File: src/rtl/dma_copy_pkg.sv
package dma_copy_pkg;

  typedef enum logic [2:0] {
    ST_IDLE,
    ST_REQ_RD,
    ST_READ_WAIT,
    ST_REQ_WR,
    ST_WRITE_WAIT,
    ST_NEXT,
    ST_DONE
  } dma_state_e;

  localparam int unsigned REG_DW = 32;
  localparam int unsigned REG_AW = 5;

  localparam logic [2:0] SLOT_SRC  = 3'd0;
  localparam logic [2:0] SLOT_DST  = 3'd1;
  localparam logic [2:0] SLOT_CNT  = 3'd2;
  localparam logic [2:0] SLOT_CTRL = 3'd3;
  localparam logic [2:0] SLOT_STAT = 3'd4;

  localparam int unsigned CTRL_GO_BIT   = 0;
  localparam int unsigned CTRL_IEN_BIT  = 1;
  localparam int unsigned STAT_BUSY_BIT = 0;
  localparam int unsigned STAT_DONE_BIT = 1;
  localparam int unsigned STAT_ERR_BIT  = 2;

endpackage

File: src/rtl/dma_cfg_regs.sv
module dma_cfg_regs
  import dma_copy_pkg::*;
#(
  parameter int unsigned AW    = 32,
  parameter int unsigned CNT_W = 32
) (
  input  logic              clk,
  input  logic              rst_n,
  input  logic              reg_wr,
  input  logic [REG_AW-1:0] reg_addr,
  input  logic [REG_DW-1:0] reg_wdata,
  output logic [REG_DW-1:0] reg_rdata,
  input  logic              busy,
  input  logic              done_pulse,
  input  logic              eng_err,
  output logic [AW-1:0]     cfg_src,
  output logic [AW-1:0]     cfg_dst,
  output logic [CNT_W-1:0]  cfg_cnt,
  output logic              start,
  output logic              irq
);

  logic [AW-1:0]    src_q, dst_q;
  logic [CNT_W-1:0] cnt_q;
  logic             ien_q, done_q, err_q;
  logic             hit;
  logic [2:0]       slot;
  logic             clr_req;

  assign slot    = reg_addr[4:2];
  assign hit     = (reg_addr[1:0] == 2'b00);
  assign start   = reg_wr && hit && (slot == SLOT_CTRL) && reg_wdata[CTRL_GO_BIT] && !busy;
  assign clr_req = reg_wr && hit && (slot == SLOT_STAT) && reg_wdata[STAT_DONE_BIT];

  // configuration registers, frozen while a job runs
  always_ff @(posedge clk or negedge rst_n) begin
    if (!rst_n) begin
      src_q <= '0;
      dst_q <= '0;
      cnt_q <= '0;
      ien_q <= 1'b0;
    end else if (reg_wr && hit) begin
      if (!busy && slot == SLOT_SRC) src_q <= reg_wdata[AW-1:0];
      if (!busy && slot == SLOT_DST) dst_q <= reg_wdata[AW-1:0];
      if (!busy && slot == SLOT_CNT) cnt_q <= reg_wdata[CNT_W-1:0];
      if (slot == SLOT_CTRL)         ien_q <= reg_wdata[CTRL_IEN_BIT];
    end
  end

  // sticky completion flags; engine completion outranks a software clear
  always_ff @(posedge clk or negedge rst_n) begin
    if (!rst_n) begin
      done_q <= 1'b0;
      err_q  <= 1'b0;
    end else if (start) begin
      done_q <= 1'b0;
      err_q  <= 1'b0;
    end else if (done_pulse) begin
      done_q <= 1'b1;
      err_q  <= eng_err;
    end else if (clr_req) begin
      done_q <= 1'b0;
      err_q  <= 1'b0;
    end
  end

  always_comb begin
    reg_rdata = '0;
    if (hit) begin
      unique case (slot)
        SLOT_SRC:  reg_rdata = REG_DW'(src_q);
        SLOT_DST:  reg_rdata = REG_DW'(dst_q);
        SLOT_CNT:  reg_rdata = REG_DW'(cnt_q);
        SLOT_CTRL: reg_rdata[CTRL_IEN_BIT] = ien_q;
        SLOT_STAT: begin
          reg_rdata[STAT_BUSY_BIT] = busy;
          reg_rdata[STAT_DONE_BIT] = done_q;
          reg_rdata[STAT_ERR_BIT]  = err_q;
        end
        default:   reg_rdata = '0;
      endcase
    end
  end

  assign cfg_src = src_q;
  assign cfg_dst = dst_q;
  assign cfg_cnt = cnt_q;
  assign irq     = done_q & ien_q;

  AST_CFG_FROZEN: assert property (@(posedge clk) disable iff (!rst_n)
    busy && reg_wr |=> $stable(src_q) && $stable(dst_q) && $stable(cnt_q));
  AST_DONE_WINS: assert property (@(posedge clk) disable iff (!rst_n)
    done_pulse |=> done_q);
  AST_START_CLEARS: assert property (@(posedge clk) disable iff (!rst_n)
    start |=> !done_q && !err_q);

endmodule

File: src/rtl/dma_copy_seq.sv
module dma_copy_seq
  import dma_copy_pkg::*;
#(
  parameter int unsigned AW    = 32,
  parameter int unsigned DW    = 32,
  parameter int unsigned CNT_W = 32
) (
  input  logic             clk,
  input  logic             rst_n,
  input  logic             start,
  input  logic [AW-1:0]    cfg_src,
  input  logic [AW-1:0]    cfg_dst,
  input  logic [CNT_W-1:0] cfg_cnt,
  output logic             busy,
  output logic             done_pulse,
  output logic             eng_err,
  output logic             rd_bus_req,
  input  logic             rd_bus_gnt,
  output logic             rd_valid,
  input  logic             rd_ready,
  output logic [AW-1:0]    rd_addr,
  input  logic             rd_rvalid,
  input  logic [DW-1:0]    rd_rdata,
  input  logic             rd_rerr,
  output logic             wr_bus_req,
  input  logic             wr_bus_gnt,
  output logic             wr_valid,
  input  logic             wr_ready,
  output logic [AW-1:0]    wr_addr,
  output logic [DW-1:0]    wr_wdata,
  input  logic             wr_bvalid,
  input  logic             wr_berr
);

  localparam int unsigned BEAT_BYTES = DW / 8;
  localparam int unsigned ALIGN_BITS = $clog2(BEAT_BYTES);
  localparam logic [AW-1:0]    STEP     = AW'(BEAT_BYTES);
  localparam logic [CNT_W-1:0] ONE_BEAT = CNT_W'(1);

  dma_state_e       state_q;
  logic [AW-1:0]    src_q, dst_q;
  logic [CNT_W-1:0] beats_q;
  logic [DW-1:0]    data_q;
  logic             sent_q;
  logic             err_q;
  logic             bad_cfg;

  assign bad_cfg = (cfg_cnt == '0)
                || (cfg_cnt[ALIGN_BITS-1:0] != '0)
                || (cfg_src[ALIGN_BITS-1:0] != '0)
                || (cfg_dst[ALIGN_BITS-1:0] != '0);

  always_ff @(posedge clk or negedge rst_n) begin
    if (!rst_n) begin
      state_q <= ST_IDLE;
      src_q   <= '0;
      dst_q   <= '0;
      beats_q <= '0;
      data_q  <= '0;
      sent_q  <= 1'b0;
      err_q   <= 1'b0;
    end else begin
      unique case (state_q)
        ST_IDLE: begin
          if (start) begin
            sent_q <= 1'b0;
            if (bad_cfg) begin
              err_q   <= 1'b1;
              state_q <= ST_DONE;
            end else begin
              err_q   <= 1'b0;
              src_q   <= cfg_src;
              dst_q   <= cfg_dst;
              beats_q <= cfg_cnt >> ALIGN_BITS;
              state_q <= ST_REQ_RD;
            end
          end
        end
        ST_REQ_RD: begin
          if (rd_bus_gnt) begin
            sent_q  <= 1'b0;
            state_q <= ST_READ_WAIT;
          end
        end
        ST_READ_WAIT: begin
          if (!sent_q && rd_ready) sent_q <= 1'b1;
          if (sent_q && rd_rvalid) begin
            data_q <= rd_rdata;
            if (rd_rerr) begin
              err_q   <= 1'b1;
              state_q <= ST_DONE;
            end else begin
              state_q <= ST_REQ_WR;
            end
          end
        end
        ST_REQ_WR: begin
          if (wr_bus_gnt) begin
            sent_q  <= 1'b0;
            state_q <= ST_WRITE_WAIT;
          end
        end
        ST_WRITE_WAIT: begin
          if (!sent_q && wr_ready) sent_q <= 1'b1;
          if (sent_q && wr_bvalid) begin
            if (wr_berr) begin
              err_q   <= 1'b1;
              state_q <= ST_DONE;
            end else begin
              state_q <= ST_NEXT;
            end
          end
        end
        ST_NEXT: begin
          src_q   <= src_q + STEP;
          dst_q   <= dst_q + STEP;
          beats_q <= beats_q - ONE_BEAT;
          state_q <= (beats_q == ONE_BEAT) ? ST_DONE : ST_REQ_RD;
        end
        ST_DONE: state_q <= ST_IDLE;
        default: state_q <= ST_IDLE;
      endcase
    end
  end

  assign busy       = (state_q != ST_IDLE);
  assign done_pulse = (state_q == ST_DONE);
  assign eng_err    = err_q;

  assign rd_bus_req = (state_q == ST_REQ_RD) || (state_q == ST_READ_WAIT);
  assign rd_valid   = (state_q == ST_READ_WAIT) && !sent_q;
  assign rd_addr    = src_q;

  assign wr_bus_req = (state_q == ST_REQ_WR) || (state_q == ST_WRITE_WAIT);
  assign wr_valid   = (state_q == ST_WRITE_WAIT) && !sent_q;
  assign wr_addr    = dst_q;
  assign wr_wdata   = data_q;

  AST_RD_AFTER_GNT: assert property (@(posedge clk) disable iff (!rst_n)
    $rose(rd_valid) |-> $past(rd_bus_gnt));
  AST_RD_HOLD: assert property (@(posedge clk) disable iff (!rst_n)
    rd_valid && !rd_ready |=> rd_valid && $stable(rd_addr));
  AST_WR_HOLD: assert property (@(posedge clk) disable iff (!rst_n)
    wr_valid && !wr_ready |=> wr_valid && $stable(wr_addr) && $stable(wr_wdata));
  AST_BEAT_STEP: assert property (@(posedge clk) disable iff (!rst_n)
    state_q == ST_NEXT |=> rd_addr == $past(rd_addr) + STEP && wr_addr == $past(wr_addr) + STEP);
  AST_REQ_EXCLUSIVE: assert property (@(posedge clk) disable iff (!rst_n)
    !(rd_bus_req && wr_bus_req));
  AST_BAD_NO_BUS: assert property (@(posedge clk) disable iff (!rst_n)
    start && cfg_cnt == '0 |=> done_pulse && !rd_bus_req);
  AST_RERR_STOPS: assert property (@(posedge clk) disable iff (!rst_n)
    state_q == ST_READ_WAIT && sent_q && rd_rvalid && rd_rerr |=> done_pulse && !wr_bus_req);

endmodule

File: src/rtl/dma_copy_engine.sv
module dma_copy_engine
  import dma_copy_pkg::*;
#(
  parameter int unsigned AW    = 32,
  parameter int unsigned DW    = 32,
  parameter int unsigned CNT_W = 32
) (
  input  logic              clk,
  input  logic              rst_n,
  input  logic              reg_wr,
  input  logic [REG_AW-1:0] reg_addr,
  input  logic [REG_DW-1:0] reg_wdata,
  output logic [REG_DW-1:0] reg_rdata,
  output logic              irq,
  output logic              rd_bus_req,
  input  logic              rd_bus_gnt,
  output logic              rd_valid,
  input  logic              rd_ready,
  output logic [AW-1:0]     rd_addr,
  input  logic              rd_rvalid,
  input  logic [DW-1:0]     rd_rdata,
  input  logic              rd_rerr,
  output logic              wr_bus_req,
  input  logic              wr_bus_gnt,
  output logic              wr_valid,
  input  logic              wr_ready,
  output logic [AW-1:0]     wr_addr,
  output logic [DW-1:0]     wr_wdata,
  input  logic              wr_bvalid,
  input  logic              wr_berr
);

  logic [AW-1:0]    cfg_src, cfg_dst;
  logic [CNT_W-1:0] cfg_cnt;
  logic             start, busy, done_pulse, eng_err;

  dma_cfg_regs #(.AW(AW), .CNT_W(CNT_W)) regs_i (
    .clk        (clk),
    .rst_n      (rst_n),
    .reg_wr     (reg_wr),
    .reg_addr   (reg_addr),
    .reg_wdata  (reg_wdata),
    .reg_rdata  (reg_rdata),
    .busy       (busy),
    .done_pulse (done_pulse),
    .eng_err    (eng_err),
    .cfg_src    (cfg_src),
    .cfg_dst    (cfg_dst),
    .cfg_cnt    (cfg_cnt),
    .start      (start),
    .irq        (irq)
  );

  dma_copy_seq #(.AW(AW), .DW(DW), .CNT_W(CNT_W)) seq_i (
    .clk        (clk),
    .rst_n      (rst_n),
    .start      (start),
    .cfg_src    (cfg_src),
    .cfg_dst    (cfg_dst),
    .cfg_cnt    (cfg_cnt),
    .busy       (busy),
    .done_pulse (done_pulse),
    .eng_err    (eng_err),
    .rd_bus_req (rd_bus_req),
    .rd_bus_gnt (rd_bus_gnt),
    .rd_valid   (rd_valid),
    .rd_ready   (rd_ready),
    .rd_addr    (rd_addr),
    .rd_rvalid  (rd_rvalid),
    .rd_rdata   (rd_rdata),
    .rd_rerr    (rd_rerr),
    .wr_bus_req (wr_bus_req),
    .wr_bus_gnt (wr_bus_gnt),
    .wr_valid   (wr_valid),
    .wr_ready   (wr_ready),
    .wr_addr    (wr_addr),
    .wr_wdata   (wr_wdata),
    .wr_bvalid  (wr_bvalid),
    .wr_berr    (wr_berr)
  );

  AST_IRQ_QUIET_WHILE_BUSY: assert property (@(posedge clk) disable iff (!rst_n)
    rd_bus_req |-> !irq);

endmodule

File: config.mk
export PLATFORM = sky130hd
export DESIGN_NAME = dma_copy_engine
export DESIGN_NICKNAME = d
export VERILOG_FILES = /design/src/rtl/dma_copy_pkg.sv /design/src/rtl/dma_cfg_regs.sv /design/src/rtl/dma_copy_seq.sv /design/src/rtl/dma_copy_engine.sv
export SDC_FILE = /design/constraint.sdc
export NUM_CORES = 1
export LEC_CHECK = 0
export ABC_AREA = 1
export BUFFER_PORTS_ARGS = -buffer_cell sky130_fd_sc_hd__buf_2
export CAP_MARGIN = 20
export CORE_ASPECT_RATIO = 2
export CORE_UTILIZATION = 52
export DETAILED_ROUTE_END_ITERATION = 12
export GPL_TIMING_DRIVEN = 0
export PLACE_DENSITY = 0.77
export SYNTH_ARGS = -nofsm -noshare
export SYNTH_HDL_FRONTEND = slang
export SYNTH_SLANG_ARGS = --single-unit
File: constraint.sdc
create_clock -name clk -period 1.8 [get_ports clk]
set_input_delay 0.09 -clock clk [delete_from_list [all_inputs] [get_ports clk]]
set_output_delay 0.09 -clock clk [all_outputs]
set_load 0.01 [all_outputs]
Word level (Yosys, flattened, before mapping)

Index checks and enable logic that the tools add are counted.

Register bits after elaboration: 232
Input bits: 80
Output and inout port bits: 133
Word-level logic and storage cells: 123

Add/sub/neg operators: 3
Equal/unequal tests: 21
Multiplexer cells: 42
Bitwise gates (word level): 1
Reductions and logical operators: 43

Operator list:

| operator                                                                | number |
|---|---|
| 32-bit 2-to-1 mux                                                       | 7 |
| 32-bit case mux with 2 select lines                                     | 3 |
| 29-bit case mux with 3 select lines                                     | 1 |
| 32-bit by 3-bit adder with 32-bit output (second input constant)        | 2 |
| 32-bit by 1-bit equality test with 1-bit output (second input constant) | 1 |
| 32-bit zero test                                                        | 1 |
| 32-bit by 1-bit subtractor with 32-bit output (second input constant)   | 1 |
| 3-bit 2-to-1 mux                                                        | 8 |
| 3-bit case mux with 6 select lines                                      | 1 |
| 1-bit 2-to-1 mux                                                        | 16 |
| 1-bit logical AND                                                       | 15 |
| 3-bit by 2-bit equality test with 1-bit output (second input constant)  | 4 |
| 3-bit equality test (second input constant)                             | 4 |
| 2-bit != test (second input constant)                                   | 6 |
| 6-bit AND reduction                                                     | 2 |
| 1-bit case mux with 5 select lines                                      | 2 |
| 2-bit AND reduction                                                     | 5 |
| 3-bit nonzero test                                                      | 3 |
| 2-bit by 1-bit != test with 1-bit output (second input constant)        | 4 |
| 1-bit case mux with 4 select lines                                      | 2 |
| 2-bit nonzero test                                                      | 4 |
| 3-bit by 1-bit equality test with 1-bit output (second input constant)  | 2 |
| 3-bit zero test                                                         | 2 |
| 1-bit logical OR                                                        | 5 |
| other kinds (8)                                                         | 9 |

Depth between registers and ports, before layout

Depth after elaboration: 7
Depth in mapped cells: 12
Mapped depth without buffers: 11

Modules after synthesis

A second synthesis with hierarchy kept.

Cell total of the unflattened synthesis: 2,079
Area total of the unflattened synthesis: 14,086.0 µm²

Modules (own cells, without submodules):

| module       | instances | cells each | area each (µm²) | seq. area each (µm²) |
|---|---|---|---|---|
| dma_copy_seq | 1         | 1,417      | 9,157.5         | 3,328.2 |
| dma_cfg_regs | 1         | 662        | 4,928.5         | 2,477.4 |

Worst setup path before layout

OpenSTA, ideal clock, no wires.

Path kind: register to register
From: reg seq_i.src_q[3], in the netlist seq_i.rd_addr[3]
To: reg seq_i.src_q[12], in the netlist seq_i.rd_addr[12]
Setup time: 126 ps
Arrival time: 1,576 ps
Data required time: 1,674 ps
Path slack: 98 ps
Stages on the path, launching flop included: 11
Path buffers: 0
Period minus slack after synthesis: 1,702 ps
Path through: dfrtp_1 ha_1 nand2_1 nor2_1 nand3_1 nor2_1 nand2_1 nand3_1 o21ai_0 nand2_1 o21ai_0

Word-level cells in the longest chain between the ends: 2

Ends and longest elaborated chain:

| item                                     | line                | RTL |
|---|---|---|
| start: declaration                       | dma_copy_seq.sv:41  | `logic [AW-1:0] src_q, dst_q;` |
| start signal: assignment                 | dma_copy_seq.sv:72  | `src_q <= cfg_src;` |
| start signal: assignment                 | dma_copy_seq.sv:115 | `src_q <= src_q + STEP;` |
| 32-bit by 3-bit adder with 32-bit output | dma_copy_seq.sv:115 |  |
| 32-bit case mux with 2 select lines      | dma_copy_seq.sv:63  | `unique case (state_q)` |

Every way passes these cells.
A chain may end at the register's enable or synchronous reset.

Worst setup path in the final report

From: reg seq_i.beats_q[1]
To: reg seq_i.beats_q[6]

Word-level cells in the longest chain between the ends: 2

Ends and longest elaborated chain:

| item                                          | line                | RTL |
|---|---|---|
| start: declaration                            | dma_copy_seq.sv:42  | `logic [CNT_W-1:0] beats_q;` |
| start signal: assignment                      | dma_copy_seq.sv:74  | `beats_q <= cfg_cnt >> ALIGN_BITS;` |
| start signal: assignment                      | dma_copy_seq.sv:117 | `beats_q <= beats_q - ONE_BEAT;` |
| 32-bit by 1-bit subtractor with 32-bit output | dma_copy_seq.sv:117 |  |
| 32-bit case mux with 2 select lines           | dma_copy_seq.sv:63  |  |

Every way passes these cells.

==> run summary <==
Synthesized instance count: 1946
Layout Skew: 11.0 ps
Fin crit share: 110%
DRC errors left: 0
Mapped cell area: 13400 um^2
Fmax: 0.507 GHz
Main flop type after synthesis: dfrtp_1
Cts bufs inserted: 22
Ys Warns: 0
GRT Total Usage: 44.8%
P&R area growth vs syn: 34.4%
Root buffer cell: clkbuf_16
Detailed-route via count: 15400
Post-DR wirelength/cell: 22.9 um
Status: finished, violations left
Die X-Extent: 116 um
Net count after synthesis: 2030
Initial Utilization: 53.3%
DRT iter0 DRCs: 1289
Antenna violations before repair: 0
Nets: 2384
Failing checks: negative setup slack
RSZ-0062 raised after global routing: true
Worst hold margin: 21.0 ps
Final setup viols: 94
Worst-path clk slew: 70 ps
Syn Area/Cell: 6.88 um^2
# IOs: 213
Clock sink total: 232
Critical Path AT: 2450 ps
Max_cap viols: 0
First-pass GRT wire length: 86600 um
Die span in y: 229 um
Worst VDD drop: 1380 uV
Worst-skew pair later-pin latency: 540 ps
Crit end category: flip-flop
Static Leakage: 9.36 nW
Placed wire-length estimate: 42600 um
Worst-case clock buffer depth: 3
# port buffers: 212
Ant diodes: 0
Final wirelength: 60700 um
Std-Cell Rows: 82
Crit path cell chain: inv_1, ha_4, nand2_2, nor2_4, buf_4, xor2_1, nand2_1, o21ai_0, nand2_4, nand2_2
Final WS setup: -172 ps
CP most frequent cell: nand2_2
Slew HR: 40.0%
CP required: 2280 ps
Power density over cell area: 1540 nW/um^2
Total gr overflow: 0
Final hold viol count: 0
Via density: 5.81
Filler cell count: 2058
Largest net degree at the start of global routing: 122
ANT nets after route: 0
Core area: 25100 um^2
CTS H-tree lvls: 1
Crit-path max cell delay: 410 ps
Seq/Total Area, Yosys: 43.3%
Reg2reg setup slack: -170 ps
Max-slew violations: 0
Synth async-reset ratio: 100%
GP Congestion: 1.01
CTS tree: done
Post-synthesis register bit count: 232
Distinct cells, synth: 35
CP max stage cell: dfrtp_1
Kind of critical path: reg -> reg
Worst min path class: in -> reg
Worst slew pin tran: 900 ps
Worst-path maximum fanout: 5
Fin Setup TNS: -4540 ps
Die ar.: 26400 um^2
Number of flops mapped to enable cells by yosys: 0
Vias in the first global route: 15200
Layout cells sized above 1: 25.5%
Total iterations of the first detailed-routing run: 7
Worst Setup Start Kind: flip-flop
Tmin final: 1970 ps
==> worst max-delay path: cells and delay by family (launching register included) <==
kind,cells,cell delay (ps)
buffers and inverters,2,390
DFF,1,410
adders and majority gates,1,170
and+or+nand+nor,5,640
AOI/OAI and AO/OA,1,140
xor gates and xnor gates,1,160
==> routing by layer <==
metal	GRT usage [%]	wire length, um	part of all wire [%]
met4	45.0	7590	13
met1	42.9	18400	30
met3	9.95	5520	9.1
met5	0	0	0
met2	75.6	29200	48
==> state kept, by name, summed over array words and instances (netlist names) <==
| signal | flops |
|---|---|
| regs_i.ien_q | 1 |
| seq_i.beats_q | 32 |
| seq_i.wr_wdata | 32 |
| seq_i.state_q | 3 |
| seq_i.wr_addr | 32 |
| regs_i.cfg_src | 32 |
| seq_i.sent_q | 1 |
| regs_i.cfg_dst | 32 |
| regs_i.cfg_cnt | 32 |
| regs_i.done_q | 1 |
| seq_i.rd_addr | 32 |
| seq_i.eng_err | 1 |
| regs_i.err_q | 1 |
==> stage by stage <==
step | utilization (%) | setup slack, ps | area, um^2 | cells | power (W)
CTS | 67.1 | -99.8 | 16900 | 2623 | 0.0257
floorplan | - | 97.7 | 13400 | 1946 | 0.0154
global placement | 59.2 | -3480 | 14900 | 2494 | 0.0197
finish | 71.7 | -172 | 18000 | 2649 | 0.0277
detailed placement | 59.3 | -968 | 14900 | 2495 | 0.0199
global route | 71.7 | -209 | 18000 | 2649 | 0.0290
==> Yosys cell counts, drive strengths merged (4+ instances only) <==
master,n,share of area (%)
nor3,4,0.15
o22ai,10,0.47
dfrtp,232,43
nand4,14,0.65
buf,28,1.5
nand2,734,21
xnor2,4,0.26
nor2,207,6.0
xor2,12,0.78
a21oi,10,0.37
clkbuf,45,1.3
o211ai,5,0.28
o21ai,192,7.2
o221ai,7,0.46
or2,4,0.19
mux2,32,2.7
nand3b,19,1.1
ha,4,0.37
nand3,144,5.4
inv,228,6.4
==> area by class of cell <==
cell class | count | area, um^2 | share of cell area, %
well taps | 336 | 420 | 2.33
inverters | 228 | 877 | 4.87
clock buffers | 29 | 638 | 3.54
repair buffers | 330 | 2360 | 13.1
clock inverters | 8 | 98.8 | 0.549
multi-input cells | 1413 | 7160 | 39.8
plain buffers | 73 | 639 | 3.55
flip-flops and latches | 232 | 5820 | 32.3
==> power by group <==
part	total, W	switching (W)	internal (W)
combinational	0.0135	0.00869	0.00484
sequential	0.00916	0.00212	0.00704
clock	0.00496	0.00219	0.00278
==> timing repair <==
item / in CTS / in global routing
endpoints found under the setup margin: 228 / 234
buffers inserted: 21 / 14
hold endpoints to repair: 244 / 0
gates resized for setup: 130 / 252
pin swaps: 12 / 57
gates cloned: 0 / 12
hold buffers: 70 / 0
==> kinds of logic (layout without fill, tap and decap cells) <==
group | Yosys count | in the layout | synth area share (%)
AOI/OAI and AO/OA | 234 | 234 | 9.33
buffers and inverters | 301 | 668 | 9.11
xor gates and xnor gates | 16 | 16 | 1.05
adders and majority gates | 4 | 4 | 0.374
muxes | 32 | 32 | 2.69
DFF | 232 | 232 | 43.3
and+or+nand+nor | 1127 | 1127 | 34.1
==> worst paths after layout <==
kind / start / end / cells after the start
hold reg to reg: seq_i.rd_addr[0] / seq_i.rd_addr[0] / 2
min in group asynchronous: rst_n / seq_i.wr_wdata[30] / 2
setup / recovery: seq_i.beats_q[1] / seq_i.beats_q[6] / 10
hold / removal: wr_bus_gnt / seq_i.state_q[0] / 6
max in group asynchronous: rst_n / regs_i.cfg_cnt[24] / 3
setup reg to reg: seq_i.beats_q[1] / seq_i.beats_q[6] / 10
==> layout by cell type (no fill, tap or decap), types with 15 or more instances in the layout <==
cell type	n
clkbuf_16	34
dlygate4sd3_1	70
dfrtp_1	222
o21ai_0	155
nand2_1	659
buf_4	44
nand2_2	55
nand3b_1	19
inv_1	217
nand2_4	19
clkbuf_2	15
o21ai_1	23
nor2_1	162
nor2_2	30
mux2_2	32
nand3_2	24
nand3_1	111
buf_2	221
Power figures use the tool's default switching activity.
